==> src/rtl/irq_pkg.sv <==
package irq_pkg;
  localparam int unsigned DATA_W   = 8;
  localparam int unsigned PC_W     = 11;
  localparam int unsigned NSRC     = 3;
  // source index inside the flag/enable vectors
  localparam int unsigned SRC_SER  = 0;
  localparam int unsigned SRC_TMR  = 1;
  localparam int unsigned SRC_EXT  = 2;
  localparam int unsigned ENTRY_CYC = 3;
endpackage

==> src/rtl/irq_edge_det.sv <==
module irq_edge_det #(
  parameter int unsigned SYNC_STAGES = 2
) (
  input  logic clk_i,
  input  logic rst_ni,
  input  logic pin_i,
  input  logic rise_sel_i,
  output logic evt_o
);
  logic [SYNC_STAGES:0] sh_q;

  always_ff @(posedge clk_i or negedge rst_ni) begin
    if (!rst_ni) sh_q <= '0;
    else         sh_q <= {sh_q[SYNC_STAGES-1:0], pin_i};
  end

  logic cur, prev;
  assign cur  = sh_q[SYNC_STAGES-1];
  assign prev = sh_q[SYNC_STAGES];
  assign evt_o = rise_sel_i ? (cur & ~prev) : (~cur & prev);

  p_edge_single_r2: assert property (@(posedge clk_i) disable iff (!rst_ni)
    (evt_o && $stable(rise_sel_i)) |=> !evt_o);
endmodule

==> src/rtl/irq_timer.sv <==
module irq_timer #(
  parameter int unsigned TMR_W = 8,
  parameter int unsigned PS_W  = 3
) (
  input  logic             clk_i,
  input  logic             rst_ni,
  input  logic             en_i,
  input  logic [PS_W-1:0]  ps_i,
  input  logic             we_i,
  input  logic [TMR_W-1:0] wdata_i,
  output logic [TMR_W-1:0] tmr_o,
  output logic             ovf_o
);
  localparam int unsigned PSC_W = (1 << PS_W) - 1;

  logic [PSC_W-1:0] psc_q, mask;
  logic [TMR_W-1:0] tmr_q;
  logic tick;

  assign mask  = ~({PSC_W{1'b1}} << ps_i);
  assign tick  = en_i && !we_i && (psc_q == mask);
  assign ovf_o = tick && (tmr_q == {TMR_W{1'b1}});
  assign tmr_o = tmr_q;

  always_ff @(posedge clk_i or negedge rst_ni) begin
    if (!rst_ni) begin
      psc_q <= '0;
      tmr_q <= '0;
    end else if (we_i) begin
      psc_q <= '0;
      tmr_q <= wdata_i;
    end else if (tick) begin
      psc_q <= '0;
      tmr_q <= tmr_q + 1'b1;
    end else if (en_i) begin
      psc_q <= psc_q + 1'b1;
    end
  end

  p_wrap_zero_r3: assert property (@(posedge clk_i) disable iff (!rst_ni)
    ovf_o |=> (tmr_q == '0));
  p_hold_off_r3: assert property (@(posedge clk_i) disable iff (!rst_ni)
    (!en_i && !we_i) |=> $stable(tmr_q));
  p_write_load_r11: assert property (@(posedge clk_i) disable iff (!rst_ni)
    we_i |=> (tmr_q == $past(wdata_i)));
endmodule

==> src/rtl/irq_seq.sv <==
module irq_seq
  import irq_pkg::*;
(
  input  logic              clk_i,
  input  logic              rst_ni,
  input  logic              req_i,
  input  logic              retfie_i,
  input  logic              gie_we_i,
  input  logic              gie_wdata_i,
  input  logic [DATA_W-1:0] wreg_i,
  input  logic [DATA_W-1:0] status_i,
  input  logic [PC_W-1:0]   pc_i,
  output logic              gie_o,
  output logic              entry_o,
  output logic              vector_o,
  output logic [DATA_W-1:0] wreg_sh_o,
  output logic [DATA_W-1:0] status_sh_o,
  output logic [PC_W-1:0]   pc_sh_o
);
  localparam int unsigned CNT_W = $clog2(ENTRY_CYC);
  localparam logic [CNT_W-1:0] LAST = CNT_W'(ENTRY_CYC - 1);

  logic active_q, gie_q, gie_sv_q, start;
  logic [CNT_W-1:0] cnt_q;

  assign start    = !active_q && gie_q && req_i;
  assign entry_o  = active_q;
  assign vector_o = active_q && (cnt_q == LAST);
  assign gie_o    = gie_q;

  always_ff @(posedge clk_i or negedge rst_ni) begin
    if (!rst_ni) begin
      active_q <= 1'b0;
      cnt_q    <= '0;
    end else if (start) begin
      active_q <= 1'b1;
      cnt_q    <= '0;
    end else if (active_q) begin
      if (cnt_q == LAST) active_q <= 1'b0;
      cnt_q <= cnt_q + 1'b1;
    end
  end

  // entry beats return, return beats software write
  always_ff @(posedge clk_i or negedge rst_ni) begin
    if (!rst_ni) begin
      gie_q    <= 1'b0;
      gie_sv_q <= 1'b0;
    end else if (start) begin
      gie_sv_q <= gie_q;
      gie_q    <= 1'b0;
    end else if (!active_q && retfie_i) begin
      gie_q <= gie_sv_q;
    end else if (!active_q && gie_we_i) begin
      gie_q <= gie_wdata_i;
    end
  end

  always_ff @(posedge clk_i or negedge rst_ni) begin
    if (!rst_ni) begin
      wreg_sh_o   <= '0;
      status_sh_o <= '0;
      pc_sh_o     <= '0;
    end else if (start) begin
      wreg_sh_o   <= wreg_i;
      status_sh_o <= status_i;
      pc_sh_o     <= pc_i;
    end
  end

  p_gie_off_entry_r9: assert property (@(posedge clk_i) disable iff (!rst_ni)
    entry_o |-> !gie_o);
  p_start_cause_r8: assert property (@(posedge clk_i) disable iff (!rst_ni)
    $rose(entry_o) |-> $past(req_i && gie_o));
  p_entry_len_r8: assert property (@(posedge clk_i) disable iff (!rst_ni)
    $rose(entry_o) |=> entry_o ##1 (entry_o && vector_o) ##1 !entry_o);
  p_shadow_hold_r9: assert property (@(posedge clk_i) disable iff (!rst_ni)
    !start |=> ($stable(wreg_sh_o) && $stable(pc_sh_o)));
  p_retfie_r10: assert property (@(posedge clk_i) disable iff (!rst_ni)
    (retfie_i && !entry_o && !start) |=> (gie_o == gie_sv_q));
endmodule

==> src/rtl/irq_ctrl.sv <==
module irq_ctrl
  import irq_pkg::*;
#(
  parameter int unsigned TMR_W = 8,
  parameter int unsigned PS_W  = 3,
  parameter int unsigned SYNC_STAGES = 2
) (
  input  logic              clk_i,
  input  logic              rst_ni,
  input  logic              ext_pin_i,
  input  logic              edge_rise_i,
  input  logic              ser_evt_i,
  input  logic              tmr_en_i,
  input  logic [PS_W-1:0]   tmr_ps_i,
  input  logic              tmr_we_i,
  input  logic [TMR_W-1:0]  tmr_wdata_i,
  output logic [TMR_W-1:0]  tmr_o,
  input  logic              icr_we_i,
  input  logic [DATA_W-1:0] icr_wdata_i,
  output logic [DATA_W-1:0] icr_o,
  input  logic              gie_we_i,
  input  logic              gie_wdata_i,
  output logic              gie_o,
  input  logic              retfie_i,
  input  logic [DATA_W-1:0] wreg_i,
  input  logic [DATA_W-1:0] status_i,
  input  logic [PC_W-1:0]   pc_i,
  output logic              irq_req_o,
  output logic              entry_o,
  output logic              vector_o,
  output logic [DATA_W-1:0] wreg_sh_o,
  output logic [DATA_W-1:0] status_sh_o,
  output logic [PC_W-1:0]   pc_sh_o
);
  logic [NSRC-1:0] evt, flag_q, en_q;
  logic ext_evt, ovf_evt, req;

  irq_edge_det #(.SYNC_STAGES(SYNC_STAGES)) u_edge (
    .clk_i, .rst_ni, .pin_i(ext_pin_i), .rise_sel_i(edge_rise_i), .evt_o(ext_evt)
  );

  irq_timer #(.TMR_W(TMR_W), .PS_W(PS_W)) u_tmr (
    .clk_i, .rst_ni, .en_i(tmr_en_i), .ps_i(tmr_ps_i), .we_i(tmr_we_i),
    .wdata_i(tmr_wdata_i), .tmr_o, .ovf_o(ovf_evt)
  );

  always_comb begin
    evt          = '0;
    evt[SRC_EXT] = ext_evt;
    evt[SRC_TMR] = ovf_evt;
    evt[SRC_SER] = ser_evt_i;
  end

  // hardware set wins over a software write in the same cycle
  always_ff @(posedge clk_i or negedge rst_ni) begin
    if (!rst_ni) begin
      flag_q <= '0;
      en_q   <= '0;
    end else begin
      if (icr_we_i) en_q <= icr_wdata_i[7:5];
      flag_q <= (icr_we_i ? icr_wdata_i[3:1] : flag_q) | evt;
    end
  end

  assign icr_o = {en_q, 1'b0, flag_q, 1'b0};
  assign req   = |(flag_q & en_q);

  irq_seq u_seq (
    .clk_i, .rst_ni, .req_i(req), .retfie_i, .gie_we_i, .gie_wdata_i,
    .wreg_i, .status_i, .pc_i, .gie_o, .entry_o, .vector_o,
    .wreg_sh_o, .status_sh_o, .pc_sh_o
  );

  assign irq_req_o = req && gie_o;

  p_flag_set_r5: assert property (@(posedge clk_i) disable iff (!rst_ni)
    (evt != '0) |=> ((flag_q & $past(evt)) == $past(evt)));
  p_no_req_entry_r5: assert property (@(posedge clk_i) disable iff (!rst_ni)
    (!irq_req_o && !entry_o) |=> !entry_o);
endmodule

==> config.mk <==
export PLATFORM = sky130hd
export DESIGN_NAME = irq_ctrl
export DESIGN_NICKNAME = d
export VERILOG_FILES = /design/src/rtl/irq_pkg.sv /design/src/rtl/irq_edge_det.sv /design/src/rtl/irq_timer.sv /design/src/rtl/irq_seq.sv /design/src/rtl/irq_ctrl.sv
export SDC_FILE = /design/constraint.sdc
export NUM_CORES = 1
export LEC_CHECK = 0
export BUFFER_PORTS_ARGS = -buffer_cell sky130_fd_sc_hd__buf_2
export CAP_MARGIN = 10
export CORE_UTILIZATION = 30
export CTS_BUF_LIST = sky130_fd_sc_hd__clkbuf_4 sky130_fd_sc_hd__clkbuf_8
export CTS_CLUSTER_DIAMETER = 80
export DETAILED_ROUTE_END_ITERATION = 16
export PLACE_DENSITY = 0.53
export SYNTH_ARGS = -nofsm -noshare
export SYNTH_HDL_FRONTEND = slang
export SYNTH_SLANG_ARGS = --single-unit
==> constraint.sdc <==
create_clock -name clk_i -period 2.2 [get_ports clk_i]
set_input_delay 0.11 -clock clk_i [delete_from_list [all_inputs] [get_ports clk_i]]
set_output_delay 0.11 -clock clk_i [all_outputs]
set_load 0.02 [all_outputs]
==> results of run 1 <==
-- routing by layer --
layer,vias to the layer above,part of all wire,global-route usage
met5,-,0,0
met3,8,0.052,0.01994
li1,1008,-,-
met4,0,0.016,0.05970
met1,1000,0.47,0.1690
met2,73,0.46,0.2179
-- flip-flops by register name, summed over array words and instances, names as in the netlist --
register,cells
u_seq.status_sh_o,8
u_seq.gie_sv_q,1
u_seq.entry_o,1
en_q,3
u_seq.pc_sh_o,11
u_seq.gie_o,1
u_edge.sh_q,3
u_tmr.psc_q,7
u_seq.wreg_sh_o,8
u_seq.cnt_q,2
u_tmr.tmr_o,8
flag_q,3
-- cell usage in the layout, fill, tap and decap left out, types with 3 or more instances in the layout --
| cell type | count |
|---|---|
| a21oi_1 | 6 |
| a31oi_1 | 5 |
| and3_1 | 3 |
| buf_2 | 99 |
| buf_4 | 7 |
| clkbuf_8 | 5 |
| dfrtp_1 | 56 |
| dlygate4sd3_1 | 4 |
| ha_1 | 3 |
| inv_1 | 5 |
| mux2_2 | 32 |
| nand2_1 | 6 |
| nand2b_1 | 4 |
| nand3_1 | 5 |
| nand3b_1 | 3 |
| nor2_1 | 10 |
| nor2b_1 | 3 |
| nor3_1 | 7 |
| o2111ai_1 | 6 |
| o31ai_1 | 6 |
| or4_1 | 5 |
| xnor2_1 | 4 |
| xor2_1 | 3 |
-- worst paths after layout --
kind	endpoint	cells past startpoint	startpoint	slack (ns)
max	u_tmr.tmr_o[6]	6	u_tmr.psc_q[5]	0.14
min in group asynchronous	u_seq.wreg_sh_o[5]	2	rst_ni	0.21
max reg2reg	u_tmr.tmr_o[6]	6	u_tmr.psc_q[5]	0.14
max in group asynchronous	u_tmr.psc_q[6]	3	rst_ni	1.33
min	u_tmr.tmr_o[0]	2	tmr_wdata_i[0]	0.006
min reg2reg	u_edge.sh_q[1]	0	u_edge.sh_q[0]	0.37
-- layout make-up --
type / instances / share of cell area
clock buffers: 5 / 0.01999
clock inverters: 3 / 0.01999
inverters: 5 / 0.005453
multi-input cells: 144 / 0.3326
flip-flops and latches: 56 / 0.4071
well taps: 105 / 0.03817
repair buffers: 111 / 0.1767
-- cells by family after synthesis --
family                     share of synthesized area
adders and majority gates                    0.01429
and+or+nand+nor                               0.1258
other                                       0.001428
muxes                                         0.1448
AOI/OAI and AO/OA                             0.1220
xor gates and xnor gates                     0.02334
buffers and inverters                        0.03477
DFF                                           0.5336
-- power breakdown --
group	internal [W]	switching (W)	leakage (nW)
registers	0.00135	0.000177	0.666
logic	0.000626	0.000784	0.847
clock network	0.000458	0.000352	0.0687
total	0.00244	0.00131	1.58
-- metrics by stage --
step	instance area [um2]	hold slack (ns)	util	cells	setup WS, ns
after CTS	3437	0.0003782	0.4121	429	0.1362
after global placement	3259	0.01648	0.3908	417	0.2042
after floorplan	2630	-0.1856	-	219	0.2773
after global routing	3442	0.01516	0.4127	429	0.05397
final	3442	0.006423	0.4127	429	0.1351
after detailed placement	3259	0.01783	0.3908	417	0.1461
-- timing repair --
item	CTS	global route
endpoints found under the hold margin	14	0
hold buffers	4	0
resized for setup	0	1
setup endpoints to repair	0	1
==> metrics, run 1 <==
drt wl/cell 13.98 um; nature of the critical path endpoint flip-flop; slowest stage cell, crit path or4_1; fraction of layout cells with a size suffix above 1 0.4784; first-pass GRT wire length a little over 9 mm; CP arrival roughly 2.3 ns; Crit path required time around 2.4 ns; Worst Path Buf+Inv 1; top cells by area, synth dfrtp_1, mux2_2, o2111ai_1, o31ai_1, nor2_1; setup TNS 0 ns; fill cell count 821; peak per-stage delay on the critical path 0.51 ns; worst hold path class input pin to flip-flop; overflow left after global routing 0; Worst-Skew Late Latency roughly 0.31 ns; die area 9133 um2; Post-Syn Area 2626 um2; Via Count 2089; worst vdd ir 0.3953 mV; #FFs+latches synth 56; number of max-cap violations 0; DR DRC count 0; clock sink total 56; max-slew violations 0; Sequential Area roughly 1400 um2; Distinct cells, synth 49; cts bufs inserted 5; Die H 95.57 um; Crit Path Category flip-flop to flip-flop; nature of the critical path startpoint flip-flop; CTS H-tree depth 2; die width ~96 um; Synth-to-Final Area Change 31.06%; Top Family by Delay on Critical Path simple AND/OR/NAND/NOR gates; post-DP HPWL 4.404 mm; clock buffer depth 2; largest area contributor in the synthesized netlist dfrtp_1; top cells by count, synth dfrtp_1, mux2_2, nor2_1; Nets about 380; diode count 0; min Tclk post-route approximately 2.1 ns; clock slew at reported path FFs 0.11 ns; slew margin rel. 0.5861; io pins 104; Worst-Margin Slew 0.6175 ns; RSZ-0062 raised after global routing false; drt initial violations 66; footprint of the multi-input gates ~1100 um2; FMAX between 0.4 and 0.5 GHz; Final Hold Viols 0; Finish-stage setup viols 0; pwr dens 1090 nW/um2; antenna violations before repair 0; asr flop ratio synth 1.000; most common cell in the netlist dfrtp_1; Routed WL 5.996 mm; I/O Buffers 99; EDFF count, synth 0; Crit Path Max Fanout 11; largest net degree at the start of global routing 28; Cells after Synth 218; GPL Wtd Cong 0.7571; YS warnings 0; Final period util 0.9386; drt pass-1 iters 4; main flop type after synthesis dfrtp_1; Avg Cell Area, Syn 12.05 um2; drt via density 4.869; Core ar. ~8300 um2; antenna viol nets, final 0; Starting Density 0.3149; Post-CTS Setup Bufs 0; CTS tree yes; post-synth top area share 0.5336; status finished clean; Root Buffer clkbuf_8; Pwr Total about 0.0038 W; critical-path cell list a21bo_2 -> a21oi_1 -> or3_1 -> buf_4 -> or4_1 -> a31oi_1; vias in the first global route 1942; GRT Util Overall 0.1316; number of placement rows 33; sequential-to-total area share from yosys stat 0.5336; Setup Skew 0.009416 ns; Lkg Pwr 1.581 nW
(Power assumes the default switching activity.)
==> inputs of run 2 (changes only) <==
--- a/config.mk
+++ b/config.mk
@@ -14,4 +14,5 @@
 export PLACE_DENSITY = 0.53
 export SYNTH_ARGS = -nofsm -noshare
 export SYNTH_HDL_FRONTEND = slang
+export SYNTH_HIERARCHICAL = 1
 export SYNTH_SLANG_ARGS = --single-unit
==> metrics, run 2 <==
status finished clean; asr flop ratio synth 1.000 (unchanged); mux cell area share after synthesis 0.1481 (+0.003265); cts bufs inserted 5 (unchanged); max-slew violations 0 (unchanged); GRT Util Overall 0.1312 (-0.0004108); Synth-to-Final Area Change 30.47%; nature of the critical path endpoint flip-flop; post-synthesis simple-gate area fraction 0.1105 (-0.01529); hold_buf cts 8 (+4); Routed WL 5.710 mm (-4.8%); RSZ-0062 raised after global routing false; most common library cell in the layout ignoring fill and taps buf_2; Post-Synth Adder-Cell Area 0.01410 (-0.0001881); sequential-to-total area share from yosys stat 0.5266 (-0.007024); clock buffer depth 2 (unchanged); Final period util 0.8844 (-0.05414); slowest stage cell, crit path dfrtp_1; post-DP HPWL 4.202 mm (-4.6%); Crit Path Max Fanout 7 (-4); Sequential Area 1401 um2 (unchanged); Post-Syn Area 2661 um2 (+1.3%); max reg flops 11 (unchanged); Die H 96.19 um (+0.65%); main flop type after synthesis dfrtp_1; number of max-cap violations 0 (unchanged); drt initial violations 42 (-36%); Cells after Synth 214 (-1.8%); CP arrival 2.15 ns (-0.16 ns); most frequent cells in the layout buf_2, dfrtp_1, mux2_2; critical-path cell list nor3b_1 -> a2111o_1 -> a211oi_4 -> o21ai_2 -> mux2_4 -> mux2_2; GPL Wtd Cong 0.7609 (+0.50%); I/O Buffers 99 (unchanged); Finish-stage setup viols 0 (unchanged); worst hold path class input pin to flip-flop; post_cts resized 0 (unchanged); antenna violations before repair 0 (unchanged); io pins 104 (unchanged); Lkg Pwr 1.664 nW (+5.2%); largest family of logic cells by synthesized area multiplexers; drt wl/cell 13.22 um (-5.4%); worst vdd ir 0.4776 mV (+21%); die area 9252 um2 (+1.3%); clock sink total 56 (unchanged); worst hold slack 0.01144 ns (+0.005016 ns); Worst-Margin Slew 0.6159 ns (-0.001632 ns); drt pass-1 iters 4 (unchanged); setup TNS 0 ns (unchanged); overflow left after global routing 0 (unchanged); DR DRC count 0 (unchanged); Crit path required time 2.40 ns (-0.04 ns); pwr dens 1059 nW/um2 (-2.8%); top cells by area, synth dfrtp_1, mux2_2, mux2_4, xor2_1, buf_6; most common cell in the netlist dfrtp_1; slew margin rel. 0.5894 (+0.003332); largest net degree at the start of global routing 33 (+18%); post-synth top area share 0.5266 (-0.007024); Distinct cells, synth 47 (-4.1%); Setup Skew 0.008238 ns (-0.001178 ns); number of placement rows 33 (unchanged); top cells by count, synth dfrtp_1, mux2_2, nand2_1; Final Hold Viols 0 (unchanged); #FFs+latches synth 56 (unchanged); largest area contributor in the synthesized netlist dfrtp_1; clock slew at reported path FFs 0.10 ns (about the same); CTS H-tree depth 2 (unchanged); Root Buffer clkbuf_8; Via Count 2011 (-3.7%); Nets 386 (+0.78%); Starting Density 0.3175 (+0.002629); YS warnings 6 (+6); Post-CTS Setup Bufs 0 (unchanged); fraction of layout cells with a size suffix above 1 0.4709 (-0.007447); Avg Cell Area, Syn 12.44 um2 (+3.2%); fill cell count 843 (+2.7%); CTS tree yes; antenna viol nets, final 0 (unchanged); Crit Path Category flip-flop to flip-flop; Worst-Skew Late Latency 0.31 ns (about the same); Core ar. 8382 um2 (+0.50%); peak per-stage delay on the critical path 0.46 ns (-0.05 ns); xor and xnor area share after synthesis 0.04278 (+0.01944); EDFF count, synth 0 (unchanged); first-pass GRT wire length 9.232 mm (+0.46%); min Tclk post-route 1.946 ns (-0.1191 ns); nature of the critical path startpoint flip-flop; Pwr Total 0.003676 W (-2.0%); Synth Area in Compound Gates 0.1189 (-0.003016); diode count 0 (unchanged); die width 96.19 um (+0.65%); Largest Register u_seq/pc_sh_o; FMAX 0.5139 GHz (+6.1%); drt via density 4.655 (-4.4%); vias in the first global route 2002 (+3.1%); footprint of the multi-input gates 1164 um2 (+1.6%)
run 2: cell types whose count changed in the layout (fill, tap and decap cells not counted), moves of 4 or more:
| cell | change |
|---|---|
| mux2_2 | -9 |
| mux2_4 | +9 |
| xor2_1 | +8 |
| o21ai_1 | +7 |
| nand2_1 | +6 |
| nor3_1 | -6 |
| o31ai_1 | -6 |
| or4_1 | -5 |
| a31oi_1 | -4 |
| dlygate4sd3_1 | +4 |
run 2: kinds of logic (layout without fill, tap and decap cells):
logic type / after synthesis / count (layout)
AO/OA/AOI/OAI: 39 / 39
XOR/XNOR: 13 / 13
adder cells (fa/ha/maj): 3 / 3
buffers and inverters: 16 / 128
flip-flops: 56 / 56
multiplexers: 32 / 32
other: 1 / 2
AND/OR/NAND/NOR: 54 / 54
run 2: worst paths after layout:
check	slack, ns	cells past startpoint	from	endpoint
setup / recovery	0.25	6	u_tmr/psc_q[5]	u_tmr/tmr_o[1]
hold / removal	0.01	3	tmr_wdata_i[6]	u_tmr/tmr_o[6]
setup reg to reg	0.25	6	u_tmr/psc_q[5]	u_tmr/tmr_o[1]
hold reg to reg	0.36	0	u_edge/sh_q[0]	u_edge/sh_q[1]
max in group asynchronous	1.28	3	rst_ni	flag_q[1]
min in group asynchronous	0.34	2	rst_ni	u_seq/gie_o
run 2: cell type report:
class / instances / share of cell area
Sequential cell: 56 / 0.4036
Multi-Input combinational cell: 143 / 0.3351
Timing Repair Buffer: 114 / 0.1881
Tap cell: 105 / 0.03784
Clock buffer: 6 / 0.02378
Inverter: 6 / 0.006486
Clock inverter: 2 / 0.005045
run 2: metrics by stage:
stage	utilization	std cells	setup WS [ns]	area [um2]
3_5_place_dp	0.3927	416	0.2730	3292
6_report	0.4142	432	0.2543	3472
2_1_floorplan	-	215	0.1253	2665
3_3_place_gp	0.3927	416	0.3010	3292
4_1_cts	0.4142	432	0.2632	3472
5_1_grt	0.4142	432	0.1599	3472
run 2: worst max-delay path, delay by kind of cell (launching register included):
family	cells	cell delay, ns
AO/OA/AOI/OAI	3	0.75
multiplexers	2	0.55
AND/OR/NAND/NOR	1	0.08
flip-flops	1	0.46
run 2: power by group:
group	switching, W	internal, W
clock network	0.000352	0.000265
logic	0.000817	0.000703
registers	0.000186	0.00135
total	0.00135	0.00232
run 2: per-layer routing:
| layer | up-vias | routed length (um) | global-route usage |
|---|---|---|---|
| li1 | 981 | - | - |
| met1 | 952 | 2533 | 0.1605 |
| met2 | 73 | 2642 | 0.2163 |
| met3 | 5 | 474 | 0.04502 |
| met4 | 0 | 59 | 0.04104 |
| met5 | - | 0 | 0 |
==> inputs of run 3 (changes only) <==
--- a/config.mk
+++ b/config.mk
@@ -11,7 +11,6 @@
 export CTS_BUF_LIST = sky130_fd_sc_hd__clkbuf_4 sky130_fd_sc_hd__clkbuf_8
 export CTS_CLUSTER_DIAMETER = 80
 export DETAILED_ROUTE_END_ITERATION = 16
-export PLACE_DENSITY = 0.53
 export SYNTH_ARGS = -nofsm -noshare
 export SYNTH_HDL_FRONTEND = slang
 export SYNTH_HIERARCHICAL = 1
==> constraint.sdc (replaced) <==
create_clock -name clk_i -period 1.85 [get_ports clk_i]
set_input_delay 0.0925 -clock clk_i [delete_from_list [all_inputs] [get_ports clk_i]]
set_output_delay 0.0925 -clock clk_i [all_outputs]
set_load 0.02 [all_outputs]
==> metrics, run 3 (synthesis gave the netlist of run 2 again) <==
post-DP HPWL 4.263 mm (+1.5%); max-slew violations 0 (unchanged); Pwr Total 0.004650 W (+26%); antenna viol nets, final 0 (unchanged); first-pass GRT wire length 9.984 mm (+8.1%); nature of the critical path startpoint flip-flop; RR Startpoint u_tmr/psc_q[1]; clock buffer depth 2 (unchanged); CTS tree yes; slew margin rel. 0.6834 (+0.09400); path depth of the worst reg2reg path 6 (unchanged); Worst Hold Depth 2 (-1); clock slew at reported path FFs 0.11 ns (about the same); pwr dens 1209 nW/um2 (+14%); switching part of the total 0.3578 (-0.01070); WHS Endpoint u_seq/wreg_sh_o[0]; FMAX 0.5344 GHz (+4.0%); fin area 3847 um2 (+11%); largest net degree at the start of global routing 57 (+73%); die area 9252 um2 (unchanged); critical-path cell list nor3b_1 -> a2111o_1 -> a211oi_4 -> o21ai_2 -> mux2_4 -> mux2_2; CTS H-tree depth 2 (unchanged); RSZ-0062 raised after global routing true; Routed WL 6.261 mm (+9.6%); met2 WL post-DR 3.071 mm (+16%); die width 96.19 um (unchanged); number of placement rows 33 (unchanged); max reg flops 11 (unchanged); Crit path required time 2.06 ns (-0.34 ns); highest routed layer met4; nature of the critical path endpoint flip-flop; worst setup margin -0.02122 ns (-0.2755 ns); R2R Setup Slk -0.02 ns (-0.28 ns); antenna violations before repair 0 (unchanged); worst hold slack 0.01527 ns (+0.003830 ns); status complete, but fails checks; peak per-stage delay on the critical path 0.39 ns (-0.07 ns); Nets 418 (+8.3%); most common library cell in the layout ignoring fill and taps buf_2; Finish-stage setup viols 1 (+1); Placed Area 3342 um2 (+1.5%); dpl ws -0.02652 ns (-0.2995 ns); Hold Crit Start wreg_i[0]; io pins 104 (unchanged); Starting Density 0.3175 (unchanged); Core ar. 8382 um2 (unchanged); drt via density 4.688 (+0.70%); slowest stage cell, crit path dfrtp_1; CP arrival 2.08 ns (-0.07 ns); worst hold path class input pin to flip-flop; clock power share 0.179 (+0.011); Worst-Margin Slew 0.4629 ns (-0.1530 ns); Core Util, Final 0.4590 (+0.04478); Synth-to-Final Area Change 44.57%; min Tclk post-route 1.871 ns (-0.07453 ns); number of max-cap violations 0 (unchanged); drt wl/cell 13.49 um (+2.1%); cts bufs inserted 5 (unchanged); Via Count 2175 (+8.2%); internal power 0.002986 W (+29%); Worst-Skew Late Latency 0.31 ns (about the same); failing checks setup timing; Crit Path Max Fanout 2 (-5); Lkg Pwr 1.829 nW (+9.9%); overflow left after global routing 0 (unchanged); M1 wire length 2.802 mm (+11%); fill cell count 787 (-6.6%); clock sink total 56 (unchanged); Largest Register u_seq/pc_sh_o; met3 WL 346 um (-27%); DR DRC count 0 (unchanged); drt initial violations 46 (+9.5%); Final Hold Viols 0 (unchanged); Final period util 1.011 (+0.1270); worst vdd ir 0.7569 mV (+58%); drt pass-1 iters 4 (unchanged); Die H 96.19 um (unchanged); GPL Wtd Cong 0.7585 (-0.32%); most frequent cells in the layout buf_2, dfrtp_1, dlygate4sd3_1; Crit Path Category flip-flop to flip-flop; Root Buffer clkbuf_8; diode count 0 (unchanged); worst r2r dst u_tmr/tmr_o[1]; sequential share of power 0.397 (-0.022); Setup Skew 0.01359 ns (+0.005352 ns); vias in the first global route 2183 (+9.0%); switching pwr 0.001664 W (+23%); GRT Util Overall 0.1392 (+0.008041); I/O Buffers 99 (unchanged); fraction of layout cells with a size suffix above 1 0.4596 (-0.01134); logic gate share of total power 0.424 (+0.011)
-- run 3: metrics by stage --
step	TNS (ns)	instances
final	-0.02122	464
after global routing	-0.2498	464
after CTS	-0.01774	461
after detailed placement	-0.02652	421
after global placement	-0.02664	421
after floorplan	-0.1997	215
-- run 3: routing by layer --
layer / vias up / track usage
li1: 1047 / -
met1: 1061 / 0.1805
met2: 62 / 0.2299
met3: 5 / 0.03712
met4: 0 / 0.03358
met5: - / 0
-- run 3: timing repair --
item	4_1_cts	5_1_grt
hold endpoints to repair	86	0
buffers inserted	0	2
gates cloned	0	1
pin swaps	1	2
hold buffers	32	0
setup endpoints to repair	4	14
resized for setup	0	5
-- run 3: cell type report --
type / instances / area (um2) / area share
clock inverter: 2 / 38.79 / 0.01008
tap: 105 / 131.4 / 0.03415
timing repair buffer: 146 / 983.4 / 0.2556
multi-input combinational: 143 / 1194 / 0.3102
sequential: 56 / 1401 / 0.3642
clock buffer: 6 / 76.32 / 0.01984
inverter: 6 / 22.52 / 0.005854
-- run 3: worst max-delay path: cells and delay by family, from the launching register on --
kind | cells | cell delay, ns
AOI/OAI and AO/OA | 3 | 0.69
muxes | 2 | 0.55
and+or+nand+nor | 1 | 0.14
DFF | 1 | 0.39
-- run 3: worst max-delay path by stage --
stage                               from        endpoint  depth (start not counted)
after floorplan           u_tmr/psc_q[1]  u_tmr/tmr_o[1]                          6
after global placement    u_tmr/psc_q[1]  u_tmr/tmr_o[1]                          6
after detailed placement  u_tmr/psc_q[1]  u_tmr/tmr_o[1]                          6
after CTS                 u_tmr/psc_q[1]  u_tmr/tmr_o[1]                          6
after global routing      u_tmr/psc_q[1]  u_tmr/tmr_o[1]                          6
final                     u_tmr/psc_q[1]  u_tmr/tmr_o[1]                          6
-- run 3: power groups by stage --
stage               combinational (W)  sequential (W)  clock (W)
global route                  0.00213         0.00190   0.000922
CTS                           0.00192         0.00185   0.000876
detailed placement            0.00186         0.00187          0
finish                        0.00197         0.00185   0.000831
floorplan                    0.000789         0.00229          0
global placement              0.00183         0.00184          0
